`config.mk`:
```
export PLATFORM = sky130hd
export DESIGN_NAME = status_word_reg
export DESIGN_NICKNAME = d
export VERILOG_FILES = /design/src/rtl/psw_pkg.sv /design/src/rtl/psw_sw_merge.sv /design/src/rtl/psw_flag_merge.sv /design/src/rtl/psw_irq_gate.sv /design/src/rtl/status_word_reg.sv
export SDC_FILE = /design/constraint.sdc
export NUM_CORES = 1
export LEC_CHECK = 0
export BUFFER_PORTS_ARGS = -buffer_cell sky130_fd_sc_hd__buf_2
export CAP_MARGIN = 15
export CORE_MARGIN = 2
export CORE_UTILIZATION = 25
export CTS_CLUSTER_DIAMETER = 30
export CTS_CLUSTER_SIZE = 28
export DETAILED_ROUTE_END_ITERATION = 10
export MAX_ROUTING_LAYER = met4
export PLACE_DENSITY = 0.54
export SYNTH_ARGS = -nofsm -noshare
export SYNTH_HDL_FRONTEND = slang
export SYNTH_SLANG_ARGS = --single-unit
```
`constraint.sdc`:
```
create_clock -name clk -period 1.4 [get_ports clk]
set_clock_uncertainty 0.15 [all_clocks]
set_input_delay 0.07 -clock clk [delete_from_list [all_inputs] [get_ports clk]]
set_output_delay 0.07 -clock clk [all_outputs]
set_load 0.02 [all_outputs]
```
`src/rtl/psw_pkg.sv`:
```
package psw_pkg;

    localparam int WORD_W   = 32;
    localparam int PRIO_W   = 3;
    localparam int RSVD_W   = 2;
    localparam int FLAG_W   = 4;
    localparam int PRIV_W   = 6;
    localparam int PAGE_W   = 6;
    localparam int FREE_W   = WORD_W - PRIO_W - 1 - RSVD_W - FLAG_W - PRIV_W - PAGE_W;

    // bit positions derived from widths (low to high)
    localparam int PRIO_LO  = 0;
    localparam int IE_BIT   = PRIO_LO + PRIO_W;
    localparam int RSVD_LO  = IE_BIT + 1;
    localparam int FLAG_LO  = RSVD_LO + RSVD_W;
    localparam int PRIV_LO  = FLAG_LO + FLAG_W;
    localparam int PAGE_LO  = PRIV_LO + PRIV_W;
    localparam int FREE_LO  = PAGE_LO + PAGE_W;

    // privilege flag index (within the privilege field) that guards the page
    localparam int MGR_IDX  = PRIV_W - 1;

    typedef logic [WORD_W-1:0] word_t;

    typedef struct packed {
        logic [FREE_W-1:0] spare;
        logic [PAGE_W-1:0] page;
        logic [PRIV_W-1:0] priv;
        logic [FLAG_W-1:0] vczn;
        logic [RSVD_W-1:0] rsvd;
        logic              ie;
        logic [PRIO_W-1:0] prio;
    } psw_t;

    function automatic word_t span_mask(input int lo, input int width);
        word_t m;
        m = '0;
        for (int i = 0; i < WORD_W; i++) begin
            if (i >= lo && i < lo + width) m[i] = 1'b1;
        end
        return m;
    endfunction

    // fields that any software write may load
    function automatic word_t open_mask();
        return span_mask(FREE_LO, FREE_W) | span_mask(PRIV_LO, PRIV_W)
             | span_mask(IE_BIT, 1) | span_mask(PRIO_LO, PRIO_W);
    endfunction

    function automatic word_t page_mask();
        return span_mask(PAGE_LO, PAGE_W);
    endfunction

    function automatic word_t rsvd_mask();
        return span_mask(RSVD_LO, RSVD_W);
    endfunction

endpackage

```
`src/rtl/psw_sw_merge.sv`:
```
module psw_sw_merge
    import psw_pkg::*;
(
    input  psw_t  cur,
    input  logic  wr_en,
    input  word_t wr_data,
    output psw_t  nxt,
    output logic  page_refused
);
    logic  has_mgr;
    word_t take;
    word_t wr_view;
    word_t cur_view;

    assign has_mgr  = cur.priv[MGR_IDX];
    assign take     = open_mask() | (has_mgr ? page_mask() : '0);
    assign cur_view = word_t'(cur);
    assign wr_view  = wr_data;

    always_comb begin
        if (wr_en) begin
            nxt = psw_t'(((wr_view & take) | (cur_view & ~take)) & ~rsvd_mask());
        end else begin
            nxt = psw_t'(cur_view & ~rsvd_mask());
        end
    end

    assign page_refused = wr_en && !has_mgr
                       && (wr_data[PAGE_LO +: PAGE_W] != cur.page);

endmodule

```
`src/rtl/psw_flag_merge.sv`:
```
module psw_flag_merge
    import psw_pkg::*;
(
    input  psw_t              base,
    input  logic              upd_en,
    input  logic [FLAG_W-1:0] upd_vczn,
    output psw_t              merged
);
    always_comb begin
        merged = base;
        if (upd_en) merged.vczn = upd_vczn;
    end
endmodule

```
`src/rtl/psw_irq_gate.sv`:
```
module psw_irq_gate
    import psw_pkg::*;
(
    input  logic              ie,
    input  logic [PRIO_W-1:0] cur_prio,
    input  logic              req_valid,
    input  logic [PRIO_W-1:0] req_level,
    output logic              accept
);
    logic above;
    assign above  = req_level > cur_prio;
    assign accept = req_valid & ie & above;
endmodule

```
`src/rtl/status_word_reg.sv`:
```
module status_word_reg
    import psw_pkg::*;
(
    input  logic                clk,
    input  logic                rst,
    input  logic                sw_wr_en,
    input  logic [WORD_W-1:0]   sw_wr_data,
    input  logic                flag_upd_en,
    input  logic [FLAG_W-1:0]   flag_upd_vczn,
    input  logic                dev_req_valid,
    input  logic [PRIO_W-1:0]   dev_req_level,
    output logic [WORD_W-1:0]   status_out,
    output logic [PRIO_W-1:0]   prio_out,
    output logic                irq_en_out,
    output logic [FLAG_W-1:0]   flags_out,
    output logic [PRIV_W-1:0]   priv_out,
    output logic [PAGE_W-1:0]   page_out,
    output logic                irq_accept,
    output logic                priv_violation
);
    psw_t cur_q;
    psw_t after_sw;
    psw_t after_all;
    logic refused;

    psw_sw_merge u_sw (
        .cur          (cur_q),
        .wr_en        (sw_wr_en),
        .wr_data      (sw_wr_data),
        .nxt          (after_sw),
        .page_refused (refused)
    );

    psw_flag_merge u_flag (
        .base     (after_sw),
        .upd_en   (flag_upd_en),
        .upd_vczn (flag_upd_vczn),
        .merged   (after_all)
    );

    always_ff @(posedge clk) begin
        if (rst) begin
            cur_q          <= '0;
            priv_violation <= 1'b0;
        end else begin
            cur_q          <= after_all;
            priv_violation <= refused;
        end
    end

    psw_irq_gate u_irq (
        .ie        (cur_q.ie),
        .cur_prio  (cur_q.prio),
        .req_valid (dev_req_valid),
        .req_level (dev_req_level),
        .accept    (irq_accept)
    );

    assign status_out = word_t'(cur_q);
    assign prio_out   = cur_q.prio;
    assign irq_en_out = cur_q.ie;
    assign flags_out  = cur_q.vczn;
    assign priv_out   = cur_q.priv;
    assign page_out   = cur_q.page;

    // reserved bits stay zero in the stored word
    p_reserved_zero_r3: assert property (@(posedge clk) disable iff (rst)
        status_out[RSVD_LO +: RSVD_W] == '0);

    // without a flag update the flags do not move
    p_flags_hold_r4: assert property (@(posedge clk) disable iff (rst)
        !flag_upd_en |=> $stable(flags_out));

    // no page change while the manager privilege is clear
    p_page_guard_r6: assert property (@(posedge clk) disable iff (rst)
        !priv_out[MGR_IDX] |=> $stable(page_out));

    // a violation pulse always follows a software write
    p_violation_cause_r7: assert property (@(posedge clk) disable iff (rst)
        priv_violation |-> $past(sw_wr_en));

    // acceptance needs a valid request and the enable bit
    p_accept_gate_r9: assert property (@(posedge clk) disable iff (rst)
        irq_accept |-> (dev_req_valid && irq_en_out));

endmodule

```
==> metrics.cfg, run 1 <==
[global_routing]
grt_remaining_overflow = 0
grt_max_degree = 16
first_global_vias = 1305
grtUsageTotal_pct = 12.2
grt_first_pass_wirelength_um = 5710
antenna_found_initial = 0

[logic_synthesis]
synth.most_common_cell = dfxtp_1
syn_inst = 152
synth_area_leader_cell = dfxtp_1
syn_area_per_cell_um2 = 9.41
synth_cell_type_count = 20
synth_fa_ha_area_share_pct = 2.62
ys_ff_latch = 31
synth_top_area_share_pct = 43.4
synth_simple_gate_area_share_pct = 12.6
ys.warnings.count = 0
async_flop_share_pct = 0
synth_commonest_cells = 31 x dfxtp_1, 26 x nor2_1, 24 x mux2i_1, 23 x buf_4
synth_top_family_by_area = buffers and inverters
netlist_area_um2 = 1430
synthXorXnorAreaFrac_pct = 3.67
ys_seq_area_share_pct = 43.4
synth_edf_count = 0
muxShareOfSynthArea_pct = 16.8
synth-compound-area-share_pct = 3.15
synthTopCellsByArea = dfxtp_1 43%, mux2i_1 17%, buf_4 12%
synth_ff_type = dfxtp_1

[timing]
whs_ns = 0.00988
fmax_mhz = 635
finalWorstSetupSlack_ns = -0.176
rsz0062_at_grt = yes
timing_hold_violations_final = 0
setup_viol = 1
finalCriticalPeriod_ns = 1.58
fin_crit_sh_pct = 113
finalSetupTns_ns = -0.176
drv_slew = 0

[placed_design]
post-place-cells = 291
hpwlAfterDp_um = 2310
io_buffers = 89
place_congestion = 0.677
dpl_cell_area_um2 = 1810
preCtsSetupSlack_ns = -0.00612

[routing]
drt-total-wl_um = 3570
vias = 1319
remaining_drc_errors = 0
initialDrtViolationCount = 34
ant_nets = 0
viasPerCell = 3.98
drt-pass1-iter-count = 4
post_drt_wl_per_cell_um = 10.8

[floorplanning]
initial_utilization_pct = 26.0
die-width_um = 79.6
rows = 27
io_pins = 98
die_y_um = 79.6
design.core.area_um2 = 5510
die_area_um2 = 6340

[cells_and_area]
final_cell_area_um2 = 2270
drive_above_1_share_pct = 43.2
final_nets = 305
diodes = 0
syn_to_final_growth_pct = 58.5
fin_cells = 331

[worst_setup_path]
worst_setup_path_start_kind = flip-flop
required_ns = 1.18
regToRegSetupSlack_ns = 0.18
crit_arrival_ns = 1.36
rr_worst_depth = 3
r2r-end = priv_violation$_SDFF_PP0_
critPathMaxFanout = 2
crit_type = reg -> out
worst_setup_path_end_kind = primary output
startpoint = prio_out[1]$_SDFFE_PP0P_

[clock_tree]
cts_tree = yes
htreeDepth = 2
clk_latency_ns = 0.27
cts_root_buf = clkbuf_8
clkTransAtPathRegs_ns = 0.06
cts.sinks = 31
cts_buffers = 5
postCtsSetupBuffers = 0
clockBufferDepth = 2

[power_and_ir_drop]
power_leakage_nw = 1.19
irDropWorstVdd_v = 0.000408
power_density_nw_per_um2 = 934

[hold_path]
hold_path.class = in -> reg
whs_path_depth = 3
holdCritStartpoint = sw_wr_en

[outcome]
status = complete, but fails checks
failed_checks = setup timing

[job]
maxCapViolCount = 0

## kinds of logic (layout without fill, tap and decap cells)
logic type      Yosys count  count (layout)
fa+ha+maj                 3               3
simple gates             44              44
mux                      24              24
xor+xnor                  6               6
other cells               1               2
flops                    31              31
compound gates            9               9
buf+inv                  34             140
## stage by stage
step	total power, mW	utilization (%)
after floorplan	1.27	-
after global placement	1.38	32.9
after detailed placement	1.38	32.9
after CTS	2.16	41.2
after global routing	2.26	41.2
final	2.12	41.2
## layout make-up
cell class	count	area (um^2)
well taps	72	90.1
fillers	563	3240
multi-input cells	88	621
inverters	4	15.0
repair buffers	128	837
flip-flops and latches	31	623
clock buffers	7	76.3
clock inverters	1	5.00
## routing by layer
| metal | up-vias | GRT usage, % | wire length (um) |
|---|---|---|---|
| met5 | - | - | 0 |
| met1 | 587 | 13.6 | 1480 |
| met2 | 53 | 20.1 | 1830 |
| met4 | 0 | 4.83 | 23 |
| met3 | 2 | 4.07 | 232 |
| li1 | 677 | - | - |
## placed cells by master, fill, tap and decap left out, types with 2 or more instances in the layout
cell,synthesis,routed
dfxtp_2,0,2
ha_4,0,2
a21oi_1,8,7
clkbuf_8,0,5
nand3_2,0,2
dlygate4sd3_1,0,32
clkbuf_1,1,2
nand2_1,8,8
inv_1,4,3
nand3_1,8,6
nor2_1,26,26
dfxtp_1,31,29
mux2i_1,24,24
buf_4,23,6
xor2_1,6,6
buf_2,0,88
conb_1,1,2
## report_power, final
group | switching, mW | internal, mW
Clock | 0.319 | 0.348
Sequential | 0.0294 | 0.931
Combinational | 0.252 | 0.237
## how the worst max path moves through the flow
| stage | endpoint | slack [ns] | cells past startpoint |
|---|---|---|---|
| after detailed placement | irq_accept | -0.006 | 6 |
| after global routing | irq_accept | -0.26 | 6 |
| final | irq_accept | -0.18 | 6 |
| after floorplan | irq_accept | 0.05 | 5 |
| after global placement | irq_accept | 0.03 | 6 |
| after CTS | irq_accept | -0.19 | 6 |
## worst max-delay path, cell delays in order, from the launching register on
cell and delay [ns]:
dfxtp_2 0.33, inv_2 0.04, ha_4 0.26, nor2b_4 0.13
o21ai_2 0.08, a21oi_4 0.12, buf_6 0.13
## timing repair
| action | in CTS | in global routing |
|---|---|---|
| hold buffers | 32 | 0 |
| pin swaps | 1 | 0 |
| gates resized for setup | 10 | 0 |
| endpoints found under the setup margin | 1 | 1 |
| endpoints found under the hold margin | 31 | 0 |
No activity file was read; power rests on OpenSTA's default activity.
==> inputs of run 2 (changes only) <==
Settings changed: MAX_ROUTING_LAYER met4 to default, PLACE_DENSITY 0.54 to default.
==> run 2 against run 1 <==
  * The flow still finishes with violations (setup timing)
  * Critical path depth unchanged
  * Sequential power about the same
  * Clock-buffer cell count increased by 1
  * Clock power increased by 14%
  * Global-route usage decreased by 0.77 points
  * Non-clock buffer count decreased by 3
  * Critical path type unchanged
==> metrics.cfg, run 2 (synthesized netlist as in run 1, its figures left out) <==
[power_and_ir_drop]
power_density_nw_per_um2 = 973  ; +4.3%
p_total_mw = 2.21  ; +4.6%
power_leakage_nw = 1.19  ; about the same
irDropWorstVdd_v = 0.000501  ; +23%

[cells_and_area]
final_cell_area_um2 = 2270  ; +0.28%
final_core_util_pct = 41.3  ; +0.11 points
syn_to_final_growth_pct = 59.0
mostFrequentLayoutCell = buf_2
final_nets = 302  ; -0.98%
fin_cells = 328  ; -0.91%
diodes = 0  ; unchanged
drive_above_1_share_pct = 43.4  ; +0.12 points
final_cell_mix = 88 x buf_2, 31 x dlygate4sd3_1, 29 x dfxtp_1

[worst_setup_path]
rr_worst_depth = 3  ; unchanged
worst_setup_path_start_kind = flip-flop
critPathMaxFanout = 2  ; unchanged
r2r-end = priv_violation$_SDFF_PP0_
crit_type = reg -> out
worst_setup_path_end_kind = primary output
required_ns = 1.18  ; about the same
regToRegSetupSlack_ns = 0.21  ; +0.03 ns
crit_arrival_ns = 1.34  ; -0.02 ns

[job]
maxCapViolCount = 0  ; unchanged

[clock_tree]
htreeDepth = 2  ; unchanged
cts.sinks = 31  ; unchanged
clkTransAtPathRegs_ns = 0.06  ; about the same
cts_tree = yes
cts_buffers = 5  ; unchanged
clockBufferDepth = 2  ; unchanged
clk_latency_ns = 0.27  ; about the same
cts_root_buf = clkbuf_8

[timing]
rsz0062_at_grt = yes
finalSetupTns_ns = -0.164  ; +0.0112 ns
fin_crit_sh_pct = 112  ; -0.80 points
setup_viol = 1  ; unchanged
drv_slew = 0  ; unchanged
finalWorstSetupSlack_ns = -0.164  ; +0.0112 ns
timing_hold_violations_final = 0  ; unchanged
finalCriticalPeriod_ns = 1.56  ; -0.0112 ns
fmax_mhz = 639  ; +0.72%

[floorplanning]
die_y_um = 79.6  ; unchanged
die_area_um2 = 6340  ; unchanged
initial_utilization_pct = 26.0  ; unchanged
design.core.area_um2 = 5510  ; unchanged
die-width_um = 79.6  ; unchanged
io_pins = 98  ; unchanged
rows = 27  ; unchanged

[global_routing]
antenna_found_initial = 0  ; unchanged
grt_max_degree = 29  ; +13
first_global_vias = 1279  ; -2.0%
grtUsageTotal_pct = 11.4  ; -0.77 points
grt_first_pass_wirelength_um = 5620  ; -1.5%
grt_remaining_overflow = 0  ; unchanged

[hold_path]
whs_endpoint = status_out[23]$_SDFFE_PP0P_
hold_path.class = in -> reg
holdCritStartpoint = rst
whs_path_depth = 2  ; -1

[placed_design]
hpwlAfterDp_um = 2290  ; -0.88%
post-place-cells = 288  ; -1.0%
dpl_cell_area_um2 = 1800  ; -0.55%
place_congestion = 0.662  ; -2.2%
io_buffers = 89  ; unchanged

[routing]
post_drt_wl_per_cell_um = 10.9  ; +0.77%
ant_nets = 0  ; unchanged
vias = 1319  ; unchanged
drt-pass1-iter-count = 4  ; unchanged
viasPerCell = 4.02  ; +0.91%
initialDrtViolationCount = 35  ; +2.9%
drt-total-wl_um = 3560  ; -0.14%
remaining_drc_errors = 0  ; unchanged

[outcome]
status = complete, but fails checks
failed_checks = setup timing

## run 2: worst max-delay path by stage
| stage | end | slack (ns) | start | cells past startpoint |
|---|---|---|---|---|
| 3_3_place_gp | irq_accept | 0.02 | prio_out[1]$_SDFFE_PP0P_ | 6 |
| 5_1_grt | irq_accept | -0.24 | prio_out[1]$_SDFFE_PP0P_ | 6 |
| 3_5_place_dp | irq_accept | 0.01 | prio_out[1]$_SDFFE_PP0P_ | 6 |
| 2_1_floorplan | irq_accept | 0.05 | prio_out[1]$_SDFFE_PP0P_ | 5 |
| 6_report | irq_accept | -0.16 | prio_out[1]$_SDFFE_PP0P_ | 6 |
| 4_1_cts | irq_accept | -0.21 | prio_out[1]$_SDFFE_PP0P_ | 6 |
## run 2: final cells by class
| class | instances | area [um^2] |
|---|---|---|
| Sequential cell | 31 | 623 |
| Inverter | 4 | 15.0 |
| Multi-Input combinational cell | 88 | 621 |
| Timing Repair Buffer | 125 | 825 |
| Fill cell | 543 | 3230 |
| Tap cell | 72 | 90.1 |
| Clock buffer | 8 | 100 |
## run 2: critical path, cell delays in order (launching register included)
cell     delay [ns]
dfxtp_2        0.33
inv_2          0.04
ha_4           0.26
nor2b_4        0.13
o21ai_2        0.07
a21oi_4        0.11
buf_6          0.12
## run 2: through the flow
stage	hold slack, ns	setup WS [ns]
after floorplan	0.0671	0.0549
after CTS	0.0197	-0.213
after global routing	0.0391	-0.238
after global placement	0.153	0.0193
after detailed placement	0.163	0.0115
final	0.0251	-0.164
## run 2: report_power, final
part,leakage [nW],switching (mW),internal [mW],total [mW]
Sequential,0.256,0.0320,0.931,0.963
Combinational,0.886,0.252,0.235,0.487
Clock,0.0515,0.315,0.448,0.763
Total,1.19,0.598,1.61,2.21
## run 2: repair_timing
item,4_1_cts,5_1_grt
pin swaps,3,3
endpoints found under the hold margin,30,0
setup endpoints to repair,1,1
setup buffers,1,0
hold buffers,31,0
gates resized for setup,9,1
## run 2: per-layer routing
| layer | vias to the layer above | share of wire (%) | GRT usage [%] |
|---|---|---|---|
| met5 | - | 0 | 0 |
| li1 | 675 | - | - |
| met4 | 0 | 1.2 | 4.66 |
| met2 | 56 | 50 | 20.3 |
| met1 | 583 | 43 | 12.7 |
| met3 | 5 | 6.3 | 3.17 |
==> inputs of run 3 (changes only) <==
Settings changed: ABC_AREA from default to 1, SETUP_SLACK_MARGIN from default to 0.1.
==> run 3 against run 2 <==
  * Final area up 0.99%
  * The flow still finishes with violations (setup timing)
  * Sequential share of layout area about the same
  * Utilization down 0.096 points
  * Critical endpoint unchanged
  * Combinational power grew 0.8%
  * Routed wire length increased by 9.4%
  * Synthesized cell count up 30%
  * Critical path depth is 1 lower
  * Sequential cell count unchanged
  * Die area increased by 1.8%
==> metrics.cfg, run 3 <==
[global_routing]
antenna_found_initial = 0  ; unchanged
met2_usage_pct = 21.7  ; +1.4 points
met3_usage_pct = 4.27  ; +1.1 points
met1_usage_pct = 13.9  ; +1.2 points
first_global_vias = 1363  ; +6.6%
grt_first_pass_wirelength_um = 6150  ; +9.4%
grt_remaining_overflow = 0  ; unchanged
top_usage_layer = met2
grtUsageTotal_pct = 12.4  ; +1.0 points
grt_max_degree = 24  ; -17%

[floorplanning]
die-width_um = 80.4  ; +0.91%
initial_utilization_pct = 26.2  ; +0.18 points
die_y_um = 80.4  ; +0.91%
design.core.area_um2 = 5570  ; +1.2%
io_pins = 98  ; unchanged
rows = 27  ; unchanged
die_area_um2 = 6460  ; +1.8%

[power_and_ir_drop]
power_leakage_nw = 1.16  ; -2.4%
p_total_mw = 2.12  ; -4.4%
irDropWorstVdd_v = 0.000347  ; -31%
power_density_nw_per_um2 = 922  ; -5.3%

[outcome]
status = complete, but fails checks
failed_checks = setup timing

[logic_synthesis]
synthTopCellsByArea = dfxtp_1 43%, nand2_1 17%, buf_4 11%
ys_seq_area_share_pct = 42.6  ; -0.82 points
synth_commonest_cells = 65 x nand2_1, 31 x dfxtp_1, 25 x a21oi_1, 22 x buf_4, 17 x inv_1
ys_ff_latch = 31  ; unchanged
syn_inst = 197  ; +30%
synth_cell_type_count = 18  ; -10%
async_flop_share_pct = 0  ; unchanged
synth_area_leader_cell = dfxtp_1
synth_top_area_share_pct = 42.6  ; -0.82 points
netlist_area_um2 = 1460  ; +1.9%
synth_edf_count = 0  ; unchanged
synth.most_common_cell = nand2_1
syn_area_per_cell_um2 = 7.40  ; -21%
synth_ff_type = dfxtp_1
ys.warnings.count = 0  ; unchanged

[worst_setup_path]
worst_setup_path_start_kind = flip-flop
worst_setup_path_end_kind = primary output
crit_type = reg -> out
required_ns = 1.18  ; about the same
crit_arrival_ns = 1.30  ; -0.04 ns
rr_worst_depth = 4  ; +1
critPathMaxFanout = 3  ; +1

[timing]
rsz0062_at_grt = yes
finalCriticalPeriod_ns = 1.52  ; -0.0487 ns
drv_slew = 0  ; unchanged
fin_crit_sh_pct = 108  ; -3.5 points
whs_ns = 0.0320  ; +0.00683 ns
finalWorstSetupSlack_ns = -0.116  ; +0.0487 ns
finalSetupTns_ns = -0.116  ; +0.0487 ns
timing_hold_violations_final = 0  ; unchanged
fmax_mhz = 660  ; +3.2%
setup_viol = 1  ; unchanged

[hold_path]
whs_path_depth = 2  ; unchanged
hold_path.class = in -> reg

[routing]
ant_nets = 0  ; unchanged
drt-total-wl_um = 3900  ; +9.4%
remaining_drc_errors = 0  ; unchanged
viasPerCell = 4.05  ; +0.68%
initialDrtViolationCount = 27  ; -23%
post_drt_wl_per_cell_um = 10.5  ; -3.2%
vias = 1502  ; +14%
drt-pass1-iter-count = 3  ; -1

[cells_and_area]
final_nets = 345  ; +14%
syn_to_final_growth_pct = 57.5
drive_above_1_share_pct = 38.5  ; -4.9 points
final_cell_mix = 88 x buf_2, 63 x nand2_1, 31 x dlygate4sd3_1
mostFrequentLayoutCell = buf_2
fill_cells = 580  ; +6.8%
diodes = 0  ; unchanged

[clock_tree]
cts_tree = yes
clkTransAtPathRegs_ns = 0.06  ; about the same
clk_latency_ns = 0.27  ; about the same
cts_root_buf = clkbuf_8
htreeDepth = 2  ; unchanged
cts_buffers = 5  ; unchanged
cts.sinks = 31  ; unchanged
clockBufferDepth = 2  ; unchanged

[placed_design]
place_congestion = 0.671  ; +1.4%
hpwlAfterDp_um = 2550  ; +12%
io_buffers = 89  ; unchanged

[job]
maxCapViolCount = 0  ; unchanged

## run 3: changes by cell type after synthesis, sizes merged, moves of 5 or more
cell / previous run / this run
a211oi: 0 / 6
nand2: 8 / 65
a21oi: 8 / 25
inv: 4 / 18
nand3: 8 / 3
mux2i: 24 / 0
nor2: 26 / 13
xor2: 6 / 0
## run 3: final cells by class
cell class / instances / area (um^2) / share of cell area [%]
Clock buffer: 7 / 76.3 / 3.32
Sequential cell: 31 / 629 / 27.4
Timing Repair Buffer: 123 / 797 / 34.7
Multi-Input combinational cell: 119 / 623 / 27.1
Inverter: 18 / 75.1 / 3.27
Clock inverter: 1 / 5.00 / 0.218
Tap cell: 72 / 90.1 / 3.92
## run 3: critical path: stages, from the launching register on
cell and delay [ns]:
dfxtp_4 0.36, inv_4 0.04, ha_4 0.28, a31oi_4 0.09
a21oi_4 0.13, buf_6 0.12
## run 3: routing by layer
layer  part of all wire [%]  wire (um)
met1                     41       1600
met2                     51       1980
met3                    6.8        265
met4                    1.4         53
met5                      0          0
## run 3: power by group
| part | internal (mW) | total [mW] | switching (mW) |
|---|---|---|---|
| registers | 0.929 | 0.962 | 0.0330 |
| logic | 0.224 | 0.491 | 0.267 |
| clock network | 0.348 | 0.663 | 0.315 |
## run 3: through the flow
| step | setup slack, ns | std cells | util (%) | area (um^2) |
|---|---|---|---|---|
| 3_3_place_gp | 0.0897 | 331 | 33.2 | 1850 |
| 5_1_grt | -0.174 | 371 | 41.2 | 2300 |
| 2_1_floorplan | 0.107 | 198 | - | 1520 |
| 6_report | -0.116 | 371 | 41.2 | 2300 |
| 3_5_place_dp | 0.0882 | 331 | 33.2 | 1850 |
| 4_1_cts | -0.136 | 371 | 40.9 | 2280 |
## run 3: what timing repair did
| action | 4_1_cts | 5_1_grt |
|---|---|---|
| hold buffers | 31 | 0 |
| endpoints found under the setup margin | 1 | 7 |
| gates resized for setup | 9 | 3 |
| setup buffers | 1 | 0 |
| endpoints found under the hold margin | 30 | 0 |
| pin swaps | 0 | 1 |
## run 3: kinds of logic (layout without fill, tap and decap cells)
family / count (synthesis) / after routing / synth area share, %
other: 1 / 2 / 0.257
AOI/OAI and AO/OA: 32 / 32 / 12.8
adders and majority gates: 3 / 3 / 2.58
DFF: 31 / 31 / 42.6
and+or+nand+nor: 82 / 82 / 21.5
buffers and inverters: 48 / 149 / 20.3
## run 3: path summary, 6_finish.rpt
check | startpoint | to | slack (ns)
setup reg to reg | priv_out[5]$_SDFFE_PP0P_ | flip-flop | 0.28
hold / removal | rst | flags_out[3]$_SDFFE_PP0P_ | 0.03
setup / recovery | prio_out[2]$_SDFFE_PP0P_ | irq_accept | -0.12
hold reg to reg | status_out[24]$_SDFFE_PP0P_ | status_out[24]$_SDFFE_PP0P_ | 0.31
